[config.mk]
export PLATFORM = sky130hd
export DESIGN_NAME = rrts_tag_store
export DESIGN_NICKNAME = d
export VERILOG_FILES = /design/src/rtl/rrts_pkg.sv /design/src/rtl/rrts_victim_ctr.sv /design/src/rtl/rrts_tag_ram.sv /design/src/rtl/rrts_match.sv /design/src/rtl/rrts_tag_store.sv
export SDC_FILE = /design/constraint.sdc
export NUM_CORES = 1
export LEC_CHECK = 0
export BUFFER_PORTS_ARGS = -buffer_cell sky130_fd_sc_hd__buf_2
export CAP_MARGIN = 20
export CORE_ASPECT_RATIO = 0.9
export CORE_MARGIN = 1
export CORE_UTILIZATION = 40
export CTS_CLUSTER_SIZE = 12
export DETAILED_ROUTE_END_ITERATION = 10
export GPL_ROUTABILITY_DRIVEN = 0
export SYNTH_ARGS = -nofsm -noshare
export SYNTH_HDL_FRONTEND = slang
export SYNTH_HIERARCHICAL = 1
export SYNTH_SLANG_ARGS = --single-unit
[constraint.sdc]
create_clock -name clk -period 5.2 [get_ports clk]
set_input_delay 0.78 -clock clk [delete_from_list [all_inputs] [get_ports clk]]
set_output_delay 0.78 -clock clk [all_outputs]
set_load 0.02 [all_outputs]
[src/rtl/rrts_pkg.sv]
package rrts_pkg;
  localparam int WAYS  = 4;
  localparam int WAY_W = 2;
  typedef logic [WAY_W-1:0] way_t;
endpackage

[src/rtl/rrts_victim_ctr.sv]
module rrts_victim_ctr
  import rrts_pkg::*;
(
  input  logic clk,
  input  logic rst_n,
  input  logic adv_i,
  output way_t ptr_o
);
  way_t ptr_q, ptr_d;

  always_comb begin
    ptr_d = ptr_q;
    if (adv_i) ptr_d = ptr_q + way_t'(1);
  end

  always_ff @(posedge clk or negedge rst_n) begin
    if (!rst_n) ptr_q <= '0;
    else        ptr_q <= ptr_d;
  end

  assign ptr_o = ptr_q;

  // no fill, no movement
  p_ctr_hold_r4: assert property (@(posedge clk) disable iff (!rst_n)
    !adv_i |=> ptr_o == $past(ptr_o));
  // each fill steps the pointer by one, wrapping at 4
  p_ctr_step_r5: assert property (@(posedge clk) disable iff (!rst_n)
    adv_i |=> ptr_o == way_t'($past(ptr_o) + way_t'(1)));
endmodule

[src/rtl/rrts_tag_ram.sv]
module rrts_tag_ram
  import rrts_pkg::*;
#(
  parameter int SETS  = 16,
  parameter int TAG_W = 8,
  localparam int SET_W = (SETS > 1) ? $clog2(SETS) : 1
)(
  input  logic                  clk,
  input  logic                  rst_n,
  input  logic [SET_W-1:0]      rd_set_i,
  output logic [WAYS*TAG_W-1:0] rd_tags_o,
  output logic [WAYS-1:0]       rd_vld_o,
  input  logic                  wr_en_i,
  input  logic [SET_W-1:0]      wr_set_i,
  input  way_t                  wr_way_i,
  input  logic [TAG_W-1:0]      wr_tag_i
);
  logic [WAYS-1:0] vld_q [SETS];
  logic [WAYS-1:0] vld_d [SETS];
  logic [TAG_W-1:0] tag_q [SETS][WAYS];

  always_comb begin
    for (int s = 0; s < SETS; s++) begin
      vld_d[s] = vld_q[s];
    end
    if (wr_en_i) vld_d[wr_set_i][wr_way_i] = 1'b1;
  end

  always_ff @(posedge clk or negedge rst_n) begin
    if (!rst_n) begin
      for (int s = 0; s < SETS; s++) vld_q[s] <= '0;
    end else begin
      for (int s = 0; s < SETS; s++) vld_q[s] <= vld_d[s];
    end
  end

  // tag payload carries no reset; it is qualified by the valid bits
  always_ff @(posedge clk) begin
    if (wr_en_i) tag_q[wr_set_i][wr_way_i] <= wr_tag_i;
  end

  for (genvar w = 0; w < WAYS; w++) begin : g_rd
    assign rd_tags_o[w*TAG_W +: TAG_W] = tag_q[rd_set_i][w];
    assign rd_vld_o[w]                 = vld_q[rd_set_i][w];
  end

  // the filled entry reads back valid on the next cycle
  p_fill_valid_r5: assert property (@(posedge clk) disable iff (!rst_n)
    wr_en_i |=> vld_q[$past(wr_set_i)][$past(wr_way_i)]);
endmodule

[src/rtl/rrts_match.sv]
module rrts_match
  import rrts_pkg::*;
#(
  parameter int TAG_W = 8
)(
  input  logic [WAYS*TAG_W-1:0] tags_i,
  input  logic [WAYS-1:0]       vld_i,
  input  logic [TAG_W-1:0]      tag_i,
  output logic [WAYS-1:0]       match_o,
  output logic                  hit_o,
  output way_t                  way_o
);
  for (genvar w = 0; w < WAYS; w++) begin : g_cmp
    assign match_o[w] = vld_i[w] && (tags_i[w*TAG_W +: TAG_W] == tag_i);
  end

  always_comb begin
    way_o = '0;
    for (int w = 0; w < WAYS; w++) begin
      if (match_o[w]) way_o = way_t'(w);
    end
  end

  assign hit_o = |match_o;
endmodule

[src/rtl/rrts_tag_store.sv]
module rrts_tag_store
  import rrts_pkg::*;
#(
  parameter int SETS  = 16,
  parameter int TAG_W = 8,
  localparam int SET_W = (SETS > 1) ? $clog2(SETS) : 1
)(
  input  logic             clk,
  input  logic             rst_n,
  input  logic             lkp_vld_i,
  input  logic [SET_W-1:0] lkp_set_i,
  input  logic [TAG_W-1:0] lkp_tag_i,
  output logic             rsp_vld_o,
  output logic             rsp_hit_o,
  output logic [1:0]       rsp_way_o,
  output logic             rsp_evict_vld_o,
  output logic [TAG_W-1:0] rsp_evict_tag_o
);
  logic [WAYS*TAG_W-1:0] set_tags;
  logic [WAYS-1:0]       set_vld;
  logic [WAYS-1:0]       match_vec;
  logic                  hit;
  way_t                  hit_way;
  way_t                  victim;
  logic                  fill;

  rrts_tag_ram #(.SETS(SETS), .TAG_W(TAG_W)) u_ram (
    .clk      (clk),
    .rst_n    (rst_n),
    .rd_set_i (lkp_set_i),
    .rd_tags_o(set_tags),
    .rd_vld_o (set_vld),
    .wr_en_i  (fill),
    .wr_set_i (lkp_set_i),
    .wr_way_i (victim),
    .wr_tag_i (lkp_tag_i)
  );

  rrts_match #(.TAG_W(TAG_W)) u_match (
    .tags_i (set_tags),
    .vld_i  (set_vld),
    .tag_i  (lkp_tag_i),
    .match_o(match_vec),
    .hit_o  (hit),
    .way_o  (hit_way)
  );

  rrts_victim_ctr u_ctr (
    .clk  (clk),
    .rst_n(rst_n),
    .adv_i(fill),
    .ptr_o(victim)
  );

  assign fill = lkp_vld_i && !hit;

  logic             vld_q, vld_d;
  logic             hit_q, hit_d;
  way_t             way_q, way_d;
  logic             ev_vld_q, ev_vld_d;
  logic [TAG_W-1:0] ev_tag_q, ev_tag_d;

  always_comb begin
    vld_d    = lkp_vld_i;
    hit_d    = hit_q;
    way_d    = way_q;
    ev_vld_d = ev_vld_q;
    ev_tag_d = ev_tag_q;
    if (lkp_vld_i) begin
      hit_d    = hit;
      way_d    = hit ? hit_way : victim;
      ev_vld_d = !hit && set_vld[victim];
      ev_tag_d = set_tags[victim*TAG_W +: TAG_W];
    end
  end

  always_ff @(posedge clk or negedge rst_n) begin
    if (!rst_n) begin
      vld_q    <= 1'b0;
      hit_q    <= 1'b0;
      way_q    <= '0;
      ev_vld_q <= 1'b0;
      ev_tag_q <= '0;
    end else begin
      vld_q    <= vld_d;
      hit_q    <= hit_d;
      way_q    <= way_d;
      ev_vld_q <= ev_vld_d;
      ev_tag_q <= ev_tag_d;
    end
  end

  assign rsp_vld_o       = vld_q;
  assign rsp_hit_o       = hit_q;
  assign rsp_way_o       = way_q;
  assign rsp_evict_vld_o = ev_vld_q;
  assign rsp_evict_tag_o = ev_tag_q;

  // one response per request, one cycle later
  p_rsp_follows_r2: assert property (@(posedge clk) disable iff (!rst_n)
    lkp_vld_i |=> rsp_vld_o);
  // idle cycles give no response
  p_idle_quiet_r9: assert property (@(posedge clk) disable iff (!rst_n)
    !lkp_vld_i |=> !rsp_vld_o);
  // never two ways with the same valid tag in a set
  p_single_match_r3: assert property (@(posedge clk) disable iff (!rst_n)
    lkp_vld_i |-> $onehot0(match_vec));
  // a hit reports no eviction
  p_hit_no_evict_r6: assert property (@(posedge clk) disable iff (!rst_n)
    rsp_vld_o && rsp_hit_o |-> !rsp_evict_vld_o);
  // a miss reports the counter value that was current at the lookup
  p_miss_way_r5: assert property (@(posedge clk) disable iff (!rst_n)
    fill |=> (rsp_way_o == $past(victim)) && !rsp_hit_o);
endmodule

==> metrics.sh, run 1 <==
DETAIL_ROUTE.VIAS_PER_CELL=5.62
REL_SLEW_SLACK_PCT=45.8
CAP_VIOLATIONS=0
CP.REQUIRED_NS=5.43
DETAIL-ROUTE-ANTENNA-NETS=0
START_UTIL_PCT=40.7
DIE_H_UM=231
LAYOUT_MIN_CYCLE_TIME_NS=4.38
FINAL.PERIOD_UTILIZATION_PCT=84.3
SETUP_REPAIR_AFTER_GLOBAL_ROUTING_MISSED_ITS_MARGIN='false'
TIMING.HOLD.WORST.CLASS='input pin to asynchronous set/reset pin'
DRT_ITER0_MARKERS=1395
TIMING.CLOCK.SKEW_NS=0.0216
GR-USAGE-ALL-LAYERS_PCT=19.1
DETAILED_PLACE.AREA_UM2=24900
INSERTION_DELAY_NS=0.61
POWER.STATIC_LEAKAGE_nW=8.97
ENDPOINT_CLASS_OF_THE_CRITICAL_PATH='flop'
DRC=0
LAYOUT-DRIVE-GT1-SHARE_PCT=30.0
CP_SLOWEST_CELL='sky130_fd_sc_hd__nor2_1'
FIRST_PASS_DETAILED_ROUTE_ITERATION_TOTAL=5
CTS-RESIZED-GATES=0
CRITPATHARRIVALTIME_NS=4.62
POST_LAYOUT_NONFILLER_INSTANCES=2090
SYN_NETS=1160
DIE_FOOTPRINT_UM2=59100
WL_UM=55600
FINAL_DESIGN_AREA_NO_FILL_UM2=26800
POWER-PER-CELL-AREA_nW_PER_UM2=414
SYNTH_WARNINGS=6
FINALNETCOUNT=1289
TOP_LEVEL_PORTS=28
WORSTPATHBUFFERINVERTERCOUNT=4
CTS.SINKS=591
PLACE_INST=1978
CRIT_PATH_CELL_TRACE='buf_8 > buf_12 > buf_4 > mux4_2 > a22oi_1 > nand2_1 > xor2_1 > nor4_2 > nand4_1 > nand4_1 > nor2b_1 > or3b_1 > buf_4 > nor2_1'
SYNTHESIS.AREA_UM2=23300
AREAGROWTHSYNTHTOFINISH_PCT=15.2
LARGEST_NET_DEGREE_AT_THE_START_OF_GLOBAL_ROUTING=63
GRT-OVFL-TOTAL=0
DESIGN.CORE.AREA_UM2=57200
CP_SLOWEST_STAGE_DELAY_NS=0.61
WORST_PIN_SLEW_NS=0.812
PORT_BUFFERS=27
OUTCOME='finished, final reports clean'
TOTAL_NEGATIVE_SETUP_SLACK_NS=0
TIMING.CRITICAL_PATH.FANOUT_MAX=29
CLKSLEWWORSTSETUPHOLDPATHS_NS=0.06
HPWL_UM=35100
DIE_WIDTH_UM=256
GRT_ANTENNA_BEFORE_REPAIR=1
VIAS=11800
CTS_POST_SETUP_BUFFERS_INSERTED=0
NUMCTSBUFFERS=59
HOLD_WS_NS=0.0497
CTS_MAX_LEVEL=2
SETUP.WORST_PATH.CLASS='input pin to flop'
POST_SYNTHESIS_AREA_PER_INSTANCE_UM2=20.3
HOLD_BUFFERS=0
GRT_PASS1_WL_UM=82600
FINAL-MAX-SLEW-VIOLATION-COUNT=0
ROOT_BUFFER='sky130_fd_sc_hd__clkbuf_16'
PATH_DELAY_FAMILY='simple AND/OR/NAND/NOR gates'
VDD_DROP_MAX_V=0.000272
FINAL-HOLD-VIOLATION-COUNT=0
SEQUENTIAL_CELL_AREA_UM2=17400
WL_PER_CELL_UM=26.6
MULTI_INPUT_COMB_AREA_UM2=5580
ACHIEVABLE-FREQUENCY_MHz=228
TIMING.FINAL.SETUP_VIOLATIONS=0
VIA_COUNT_OF_THE_FIRST_GLOBAL_ROUTING_PASS=11900
TIMING.CRITICAL_PATH.FROM_TYPE='input pin'
NETLIST_INSTANCES=1145
LAYOUT.FILLER_CELLS=4747
TRITONCTS='done'
PLACEMENT_ROWS=83
CLOCK_TREE.BUFFER_DEPTH=3
## path summary, 6_finish.rpt
check	from	end	slack, ns	depth (start not counted)
max in group asynchronous	rst_n	rsp_evict_tag_o[6]	4.04	2
setup reg to reg	u_ram/tag_q[3][9]	u_ram/tag_q[0][28]	1.24	11
hold reg to reg	u_ram/vld_q[3]	u_ram/vld_q[3]	0.46	1
min in group clk	u_ram/vld_q[3]	u_ram/vld_q[3]	0.46	1
hold / removal	rst_n	u_ram/vld_q[12]	0.05	1
setup / recovery	lkp_set_i[0]	u_ram/tag_q[0][28]	0.82	14
## report_power, final
| part | total [mW] | internal [mW] | switching, mW |
|---|---|---|---|
| clock network | 4.09 | 2.39 | 1.70 |
| logic | 1.30 | 0.623 | 0.677 |
| registers | 5.71 | 5.51 | 0.206 |
## final cells by class
class,count,area share (%)
Sequential cell,591,64.7
Multi-Input combinational cell,488,20.8
Clock buffer,105,6.76
Timing Repair Buffer,132,3.89
Tap cell,765,3.57
Clock inverter,6,0.205
Inverter,2,0.0280
Antenna cell,1,0.00933
## sequential cells by signal, summed over array words and instances, names as in the netlist
signal           cells
rsp_evict_tag_o      8
u_ram/tag_q        512
u_ram/vld_q         64
rsp_way_o            2
rsp_vld_o            1
rsp_evict_vld_o      1
u_ctr/ptr_o          2
rsp_hit_o            1
## stage by stage
stage,setup slack [ns],util [%],total power [mW]
floorplan,0.852,-,6.61
global placement,0.411,43.6,7.07
detailed placement,0.229,43.6,7.10
CTS,0.860,46.9,11.2
global route,0.581,46.9,11.5
finish,0.817,46.9,11.1
## worst register-to-register path, cell delays in order, from the launching register on
cell                       delay, ns
sky130_fd_sc_hd__edfxtp_1       0.35
sky130_fd_sc_hd__mux4_2         0.48
sky130_fd_sc_hd__a22oi_1        0.41
sky130_fd_sc_hd__nand2_1        0.23
sky130_fd_sc_hd__xnor2_1        0.18
sky130_fd_sc_hd__nand2_1        0.10
sky130_fd_sc_hd__or3_4          0.14
sky130_fd_sc_hd__nand4_1        0.13
sky130_fd_sc_hd__nor2b_1        0.34
sky130_fd_sc_hd__or3b_1         0.39
sky130_fd_sc_hd__buf_4          0.23
sky130_fd_sc_hd__nor2_1         0.62
## per-layer routing
| layer | global-route usage [%] | vias to the layer above | wire length [µm] |
|---|---|---|---|
| met1 | 30.4 | 6325 | 26700 |
| met2 | 27.3 | 429 | 24400 |
| met5 | 0 | - | 13 |
| met3 | 3.45 | 58 | 3750 |
| li1 | - | 4938 | - |
| met4 | 4.21 | 2 | 761 |
## placed cells by master, fill, tap and decap left out, types with 2 or more instances in the layout
cell type                   instances
sky130_fd_sc_hd__nor2_1            68
sky130_fd_sc_hd__edfxtp_1         512
sky130_fd_sc_hd__nand2_1           49
sky130_fd_sc_hd__clkbuf_8          10
sky130_fd_sc_hd__clkbuf_1          33
sky130_fd_sc_hd__clkinv_2           3
sky130_fd_sc_hd__a22oi_1           72
sky130_fd_sc_hd__dfrtp_1           79
sky130_fd_sc_hd__buf_2             24
sky130_fd_sc_hd__mux4_2           153
sky130_fd_sc_hd__nand3b_1           2
sky130_fd_sc_hd__nor2b_2            2
sky130_fd_sc_hd__buf_12             8
sky130_fd_sc_hd__nand4b_1           4
sky130_fd_sc_hd__nand4_1            6
sky130_fd_sc_hd__mux2i_1            2
sky130_fd_sc_hd__nand3_1            5
sky130_fd_sc_hd__clkbuf_16         62
sky130_fd_sc_hd__nor3_1             2
sky130_fd_sc_hd__o21bai_1          44
sky130_fd_sc_hd__mux2_4             8
sky130_fd_sc_hd__or2_2             20
sky130_fd_sc_hd__nor2b_1            5
sky130_fd_sc_hd__buf_4             98
sky130_fd_sc_hd__xor2_1            15
sky130_fd_sc_hd__a21oi_1            2
sky130_fd_sc_hd__xnor2_1           19
Note: power is estimated with default switching activity, not from simulation.
==> run 2: changes to the inputs <==
Clock period 5.2 ns to 4.2 ns, I/O delays scaled along.
==> run 2 against run 1 <==
Clock-buffer cell count down 3. Clock skew up 0.0019 ns. Sequential share of layout area down 0.63 points. First-iteration DRC count down 7.7%. Wire length down 0.31%. Core utilization up 0.46 points. Power up 22%. Clock power up 18%. Combinational power up 28%. Register-to-register slack worse by 0.61 ns. Cell count up 1.9%. Global-route usage about the same. Critical endpoint is now u_ram/tag_q[0][27]. Largest cell class unchanged. Highest routed layer unchanged.
==> metrics.sh, run 2 (synthesis results as in run 1) <==
LAYOUT-DRIVE-GT1-SHARE_PCT=31.6  # +1.7 points
NUMCTSBUFFERS=57  # -3.4%
TIMING.FINAL.SETUP_VIOLATIONS=0  # unchanged
CP_SLOWEST_STAGE_DELAY_NS=0.52  # -0.09 ns
REL_SLEW_SLACK_PCT=44.5  # -1.3 points
PLACE_INST=2023  # +2.3%
DRT_ITER0_MARKERS=1287  # -7.7%
REGMOSTFLOPS='u_ram/tag_q'
CLOCK_TREE.BUFFER_DEPTH=3  # unchanged
CTS_MAX_LEVEL=2  # unchanged
MOST_FREQUENT_STANDARD_CELL_IN_THE_LAYOUT_EXCLUDING_FILL_AND_TAP_CELLS='sky130_fd_sc_hd__edfxtp_1'
FINAL.PERIOD_UTILIZATION_PCT=86.6
POWER-PER-CELL-AREA_nW_PER_UM2=501  # +21%
CTS_POST_SETUP_BUFFERS_INSERTED=0  # unchanged
CLKSLEWWORSTSETUPHOLDPATHS_NS=0.06  # about the same
ROOT_BUFFER='sky130_fd_sc_hd__clkbuf_16'
VDD_DROP_MAX_V=0.000368  # +35%
GRT_ANTENNA_BEFORE_REPAIR=1  # unchanged
SETUP_SLACK_NS=0.564  # -0.253 ns
POWER.STATIC_LEAKAGE_nW=9.14  # +2.0%
POST_LAYOUT_NONFILLER_INSTANCES=2130  # +1.9%
GRT_PASS1_WL_UM=82400  # -0.26%
TIMING.CRITICAL_PATH.FANOUT_MAX=27  # -6.9%
SETUP_REPAIR_AFTER_GLOBAL_ROUTING_MISSED_ITS_MARGIN='false'
ENDPOINT_CLASS_OF_THE_CRITICAL_PATH='flop'
VIAS=11800  # +0.026%
TIMING.CLOCK.SKEW_NS=0.0234  # +0.00186 ns
CP.REQUIRED_NS=4.50  # -0.93 ns
FINAL-MAX-SLEW-VIOLATION-COUNT=0  # unchanged
HOLD_BUFFERS=0  # unchanged
GRT-OVFL-TOTAL=0  # unchanged
START_UTIL_PCT=40.7  # unchanged
PLACEMENT_ROWS=83  # unchanged
LARGEST_NET_DEGREE_AT_THE_START_OF_GLOBAL_ROUTING=61  # -3.2%
PLACE_WS_NS=-0.0404  # -0.270 ns
FIRST_PASS_DETAILED_ROUTE_ITERATION_TOTAL=5  # unchanged
MOSTFREQUENTLAYOUTCELLS='sky130_fd_sc_hd__edfxtp_1, sky130_fd_sc_hd__mux4_2, sky130_fd_sc_hd__buf_4'
PATH_DELAY_FAMILY='simple AND/OR/NAND/NOR gates'
HPWL_UM=35700  # +1.5%
ACHIEVABLE-FREQUENCY_MHz=275
CRIT_PATH_CELL_TRACE='buf_8 > buf_12 > mux4_2 > a22oi_1 > nand2_1 > xor2_1 > nor3_1 > nand4_1 > nand4_1 > nor2b_1 > or3b_1 > buf_12 > nor2_1 > buf_4'
DESIGN.CORE.AREA_UM2=57200  # unchanged
TIMING.CRITICAL_PATH.FROM_TYPE='input pin'
WL_UM=55400  # -0.31%
DIE_WIDTH_UM=256  # unchanged
LAYOUT_MIN_CYCLE_TIME_NS=3.64
WL_PER_CELL_UM=26.0  # -2.2%
FINAL_CORE_UTIL_PCT=47.3  # +0.46 points
AREAGROWTHSYNTHTOFINISH_PCT=16.4
VIA_COUNT_OF_THE_FIRST_GLOBAL_ROUTING_PASS=12100  # +1.5%
DIE_FOOTPRINT_UM2=59100  # unchanged
CAP_VIOLATIONS=0  # unchanged
ANTENNADIODECOUNT=0  # -1
CP_SLOWEST_CELL='sky130_fd_sc_hd__mux4_2'
TRITONCTS='done'
FINALNETCOUNT=1332  # +3.3%
DETAIL-ROUTE-ANTENNA-NETS=0  # unchanged
LARGEST_REGISTER_FFS=512  # unchanged
DESIGN_POWER_TOTAL_mW=13.6  # +22%
WORSTPATHBUFFERINVERTERCOUNT=4  # unchanged
DRC=0  # unchanged
GR-USAGE-ALL-LAYERS_PCT=19.2  # about the same
TIMING.HOLD.WORST.CLASS='input pin to asynchronous set/reset pin'
TOP_LEVEL_PORTS=28  # unchanged
DIE_H_UM=231  # unchanged
TOTAL_NEGATIVE_SETUP_SLACK_NS=0  # unchanged
CTS.SINKS=591  # unchanged
SETUP.WORST_PATH.CLASS='input pin to flop'
FINAL-HOLD-VIOLATION-COUNT=0  # unchanged
INSERTION_DELAY_NS=0.61  # about the same
PORT_BUFFERS=27  # unchanged
DETAIL_ROUTE.VIAS_PER_CELL=5.52  # -1.9%
OUTCOME='finished, final reports clean'
CTS-RESIZED-GATES=0  # unchanged
WORST_PIN_SLEW_NS=0.832  # +0.0194 ns
CRITPATHARRIVALTIME_NS=3.94  # -0.68 ns
LAYOUT.FILLER_CELLS=4710  # -0.78%
[run 2: metal layers]
layer	track usage, %	wire (µm)	up-vias
li1	-	-	5015
met1	28.8	25700	6220
met2	27.6	24100	440
met3	4.58	4260	76
met4	5.43	1220	4
met5	0.572	57	-
[run 2: final cells by class]
type	instances	area (µm²)	area share [%]
flip-flops and latches	591	17400	64.1
repair buffers	177	1460	5.37
well taps	765	957	3.54
clock inverters	5	53.8	0.199
multi-input cells	488	5580	20.6
inverters	2	7.51	0.0277
clock buffers	102	1670	6.16
[run 2: power breakdown]
group	switching (mW)	internal (mW)	leakage, nW
clock network	2.09	2.72	0.826
logic	0.847	0.826	2.73
registers	0.255	6.82	5.59
total	3.19	10.4	9.14
[run 2: path summary, 6_finish.rpt]
path / from / end / slack (ns) / cells past startpoint
max: lkp_set_i[0] / u_ram/tag_q[0][27] / 0.56 / 14
min: rst_n / u_ram/vld_q[6] / 0.09 / 1
max reg2reg: u_ram/tag_q[11][13] / u_ram/tag_q[0][27] / 0.63 / 12
min reg2reg: u_ram/vld_q[7] / u_ram/vld_q[7] / 0.47 / 1
max in group asynchronous: rst_n / u_ram/vld_q[0] / 3.30 / 2
min in group clk: lkp_vld_i / rsp_vld_o / 0.36 / 1
[run 2: worst register-to-register path, cell delays in order (launching register included)]
cell,delay (ns)
sky130_fd_sc_hd__edfxtp_1,0.37
sky130_fd_sc_hd__mux4_2,0.48
sky130_fd_sc_hd__a22oi_1,0.29
sky130_fd_sc_hd__nand2_1,0.29
sky130_fd_sc_hd__xnor2_1,0.21
sky130_fd_sc_hd__nand4_1,0.11
sky130_fd_sc_hd__or3_4,0.14
sky130_fd_sc_hd__nand4_1,0.13
sky130_fd_sc_hd__nor2b_1,0.29
sky130_fd_sc_hd__or3b_1,0.43
sky130_fd_sc_hd__buf_12,0.18
sky130_fd_sc_hd__nor2_1,0.14
sky130_fd_sc_hd__buf_4,0.20
[run 2: stage by stage]
step | hold slack [ns] | cell area (µm²)
floorplan | 0.334 | 23300
global placement | 0.448 | 25400
global route | 0.163 | 27100
finish | 0.0940 | 27100
detailed placement | 0.450 | 25400
CTS | 0.110 | 27100
==> run 3: changes to the inputs <==
Settings changed: CTS_BUF_LIST set to sky130_fd_sc_hd__clkbuf_4 sky130_fd_sc_hd__clkbuf_8.
==> run 3 against run 2 <==
Critical path depth unchanged. First-iteration DRC count fell by 7.5%. Sequential share of layout area fell by 0.44 points. Clock-buffer cell count is 32 higher. Die area did not move. Clock skew grew 0.0061 ns. Global-route usage increased by 0.23 points. Register-to-register slack hardly changed. Power grew 1.4%. Critical endpoint is now u_ram/tag_q[0][29]. Critical path type unchanged.
==> metrics.sh, run 3 (synthesis results as in run 1) <==
DRC=0  # unchanged
WORST_PIN_SLEW_NS=0.834  # +0.00229 ns
ENDPOINT_CLASS_OF_THE_CRITICAL_PATH='flop'
CRIT_PATH_CELL_TRACE='buf_8 > buf_12 > mux4_2 > a22oi_1 > nand2_1 > xor2_1 > nor3_1 > nand4_1 > nand4_1 > nor2b_1 > or3b_1 > buf_12 > nor2_1 > buf_4'
DESIGN_POWER_TOTAL_mW=13.7  # +1.4%
CP.REQUIRED_NS=4.56  # +0.06 ns
REL_SLEW_SLACK_PCT=44.4  # -0.15 points
LAYOUT_MIN_CYCLE_TIME_NS=3.58  # -0.0571 ns
SETUP_SLACK_NS=0.622  # +0.0571 ns
WL_PER_CELL_UM=25.5  # -2.0%
HOLD_WS_NS=0.0428  # -0.0512 ns
DESIGN.CORE.AREA_UM2=57200  # unchanged
DIE_H_UM=231  # unchanged
WORSTPATHBUFFERINVERTERCOUNT=4  # unchanged
START_UTIL_PCT=40.7  # unchanged
GRT_ANTENNA_BEFORE_REPAIR=1  # unchanged
CTS.SINKS=591  # unchanged
MOSTFREQUENTLAYOUTCELLS='sky130_fd_sc_hd__edfxtp_1, sky130_fd_sc_hd__mux4_2, sky130_fd_sc_hd__buf_4'
POWER_FRAC_SEQ_PCT=51.5  # -0.7 points
AREAGROWTHSYNTHTOFINISH_PCT=17.2
TIMING.FINAL.SETUP_VIOLATIONS=0  # unchanged
OUTCOME='finished, final reports clean'
INSERTION_DELAY_NS=0.67  # +0.06 ns
SWITCHING_POWER_mW=3.30  # +3.5%
CTS_POST_SETUP_BUFFERS_INSERTED=0  # unchanged
TIMING.HOLD.WORST.CLASS='input pin to asynchronous set/reset pin'
DRT_ITER0_MARKERS=1190  # -7.5%
NUMCTSBUFFERS=91  # +60%
SETUP.WORST_PATH.CLASS='input pin to flop'
COMBPWRFRAC_PCT=12.2  # about the same
TRITONCTS='done'
FINAL-MAX-SLEW-VIOLATION-COUNT=0  # unchanged
CAP_VIOLATIONS=0  # unchanged
CTS-RESIZED-GATES=0  # unchanged
HPWL_UM=35700  # unchanged
DETAILED_PLACE.AREA_UM2=25400  # unchanged
LAYOUT-DRIVE-GT1-SHARE_PCT=36.0  # +4.4 points
PLACE_WS_NS=-0.0404  # unchanged
GR-USAGE-ALL-LAYERS_PCT=19.4  # +0.23 points
MOST_FREQUENT_STANDARD_CELL_IN_THE_LAYOUT_EXCLUDING_FILL_AND_TAP_CELLS='sky130_fd_sc_hd__edfxtp_1'
DETAIL-ROUTE-ANTENNA-NETS=0  # unchanged
FIRST_PASS_DETAILED_ROUTE_ITERATION_TOTAL=5  # unchanged
VIA_COUNT_OF_THE_FIRST_GLOBAL_ROUTING_PASS=12200  # +1.6%
VIAS=11900  # +1.2%
GRT_PASS1_WL_UM=82900  # +0.68%
POWER.STATIC_LEAKAGE_nW=9.32  # +2.0%
TIMING.CRITICAL_PATH.FANOUT_MAX=27  # unchanged
SW_RATIO_PCT=24.0  # +0.49 points
P_INT_mW=10.4  # +0.70%
FINAL.PERIOD_UTILIZATION_PCT=85.2  # -1.4 points
LARGEST_REGISTER_FFS=512  # unchanged
TIMING.CLOCK.SKEW_NS=0.0296  # +0.00613 ns
HOLD_BUFFERS=0  # unchanged
PLACEMENT_ROWS=83  # unchanged
CP_SLOWEST_CELL='sky130_fd_sc_hd__mux4_2'
PORT_BUFFERS=27  # unchanged
TOP_LEVEL_PORTS=28  # unchanged
FINALNETCOUNT=1366  # +2.6%
ROOT_BUFFER='sky130_fd_sc_hd__clkbuf_8'
CP_SLOWEST_STAGE_DELAY_NS=0.52  # about the same
CTS_MAX_LEVEL=3  # +1
POWER-PER-CELL-AREA_nW_PER_UM2=504  # +0.66%
CRITPATHARRIVALTIME_NS=3.94  # about the same
ACHIEVABLE-FREQUENCY_MHz=279  # +1.6%
TIMING.CRITICAL_PATH.FROM_TYPE='input pin'
PATH_DELAY_FAMILY='simple AND/OR/NAND/NOR gates'
REGMOSTFLOPS='u_ram/tag_q'
WL_UM=55900  # +0.79%
FINAL_DESIGN_AREA_NO_FILL_UM2=27300  # +0.69%
GRT-OVFL-TOTAL=0  # unchanged
FINAL-HOLD-VIOLATION-COUNT=0  # unchanged
SETUP_REPAIR_AFTER_GLOBAL_ROUTING_MISSED_ITS_MARGIN='false'
PWR-SHARE-CLK_PCT=36.3  # +0.8 points
DETAIL_ROUTE.VIAS_PER_CELL=5.43  # -1.6%
TOTAL_NEGATIVE_SETUP_SLACK_NS=0  # unchanged
LARGEST_NET_DEGREE_AT_THE_START_OF_GLOBAL_ROUTING=61  # unchanged
CLOCK_TREE.BUFFER_DEPTH=3  # unchanged
ANTENNADIODECOUNT=0  # unchanged
DIE_FOOTPRINT_UM2=59100  # unchanged
CLKSLEWWORSTSETUPHOLDPATHS_NS=0.06  # about the same
DIE_WIDTH_UM=256  # unchanged
VDD_DROP_MAX_V=0.000287  # -22%
## run 3: cell types whose count changed in the layout (fill, tap and decap cells not counted), sizes merged
cell and change:
inv -1, clkinvlp +2, bufinv +4, clkbuf +32, clkinv +24
## run 3: worst paths after layout
kind / start / to / slack (ns) / cells past startpoint
min in group clk: lkp_vld_i / rsp_vld_o / 0.31 / 1
worst max register to register: u_ram/tag_q[15][13] / u_ram/tag_q[0][29] / 0.63 / 12
worst min-delay path: rst_n / u_ram/vld_q[6] / 0.04 / 1
worst min register to register: u_ram/vld_q[5] / u_ram/vld_q[5] / 0.47 / 1
worst max-delay path: lkp_set_i[0] / u_ram/tag_q[0][29] / 0.62 / 14
max in group asynchronous: rst_n / u_ram/vld_q[16] / 3.34 / 2
## run 3: cell type report
cell class / instances / area (µm²)
inverter: 2 / 7.51
sequential: 591 / 17400
multi-input combinational: 488 / 5580
timing repair buffer: 177 / 1460
fill: 4731 / 30000
tap: 765 / 957
clock buffer: 134 / 1630
clock inverter: 34 / 277
## run 3: stage by stage
| step | util [%] | cells |
|---|---|---|
| after global routing | 47.6 | 2191 |
| after CTS | 47.6 | 2191 |
| after detailed placement | 44.3 | 2023 |
| after global placement | 44.3 | 2023 |
| final | 47.6 | 2191 |
| after floorplan | - | 1145 |
## run 3: layer usage
metal,GRT usage (%),vias up,routed length [µm]
met2,27.7,458,24100
met1,28.8,6239,25900
met4,5.45,2,1240
li1,-,5105,-
met5,0,-,9
met3,5.65,92,4590
## run 3: power groups by stage
| stage | clock network (mW) | registers (mW) | logic [mW] |
|---|---|---|---|
| detailed placement | 0 | 7.18 | 1.68 |
| global placement | 0 | 7.17 | 1.65 |
| CTS | 5.10 | 7.07 | 1.68 |
| finish | 4.99 | 7.07 | 1.68 |
| floorplan | 0 | 7.13 | 1.05 |
| global route | 5.34 | 7.12 | 1.79 |
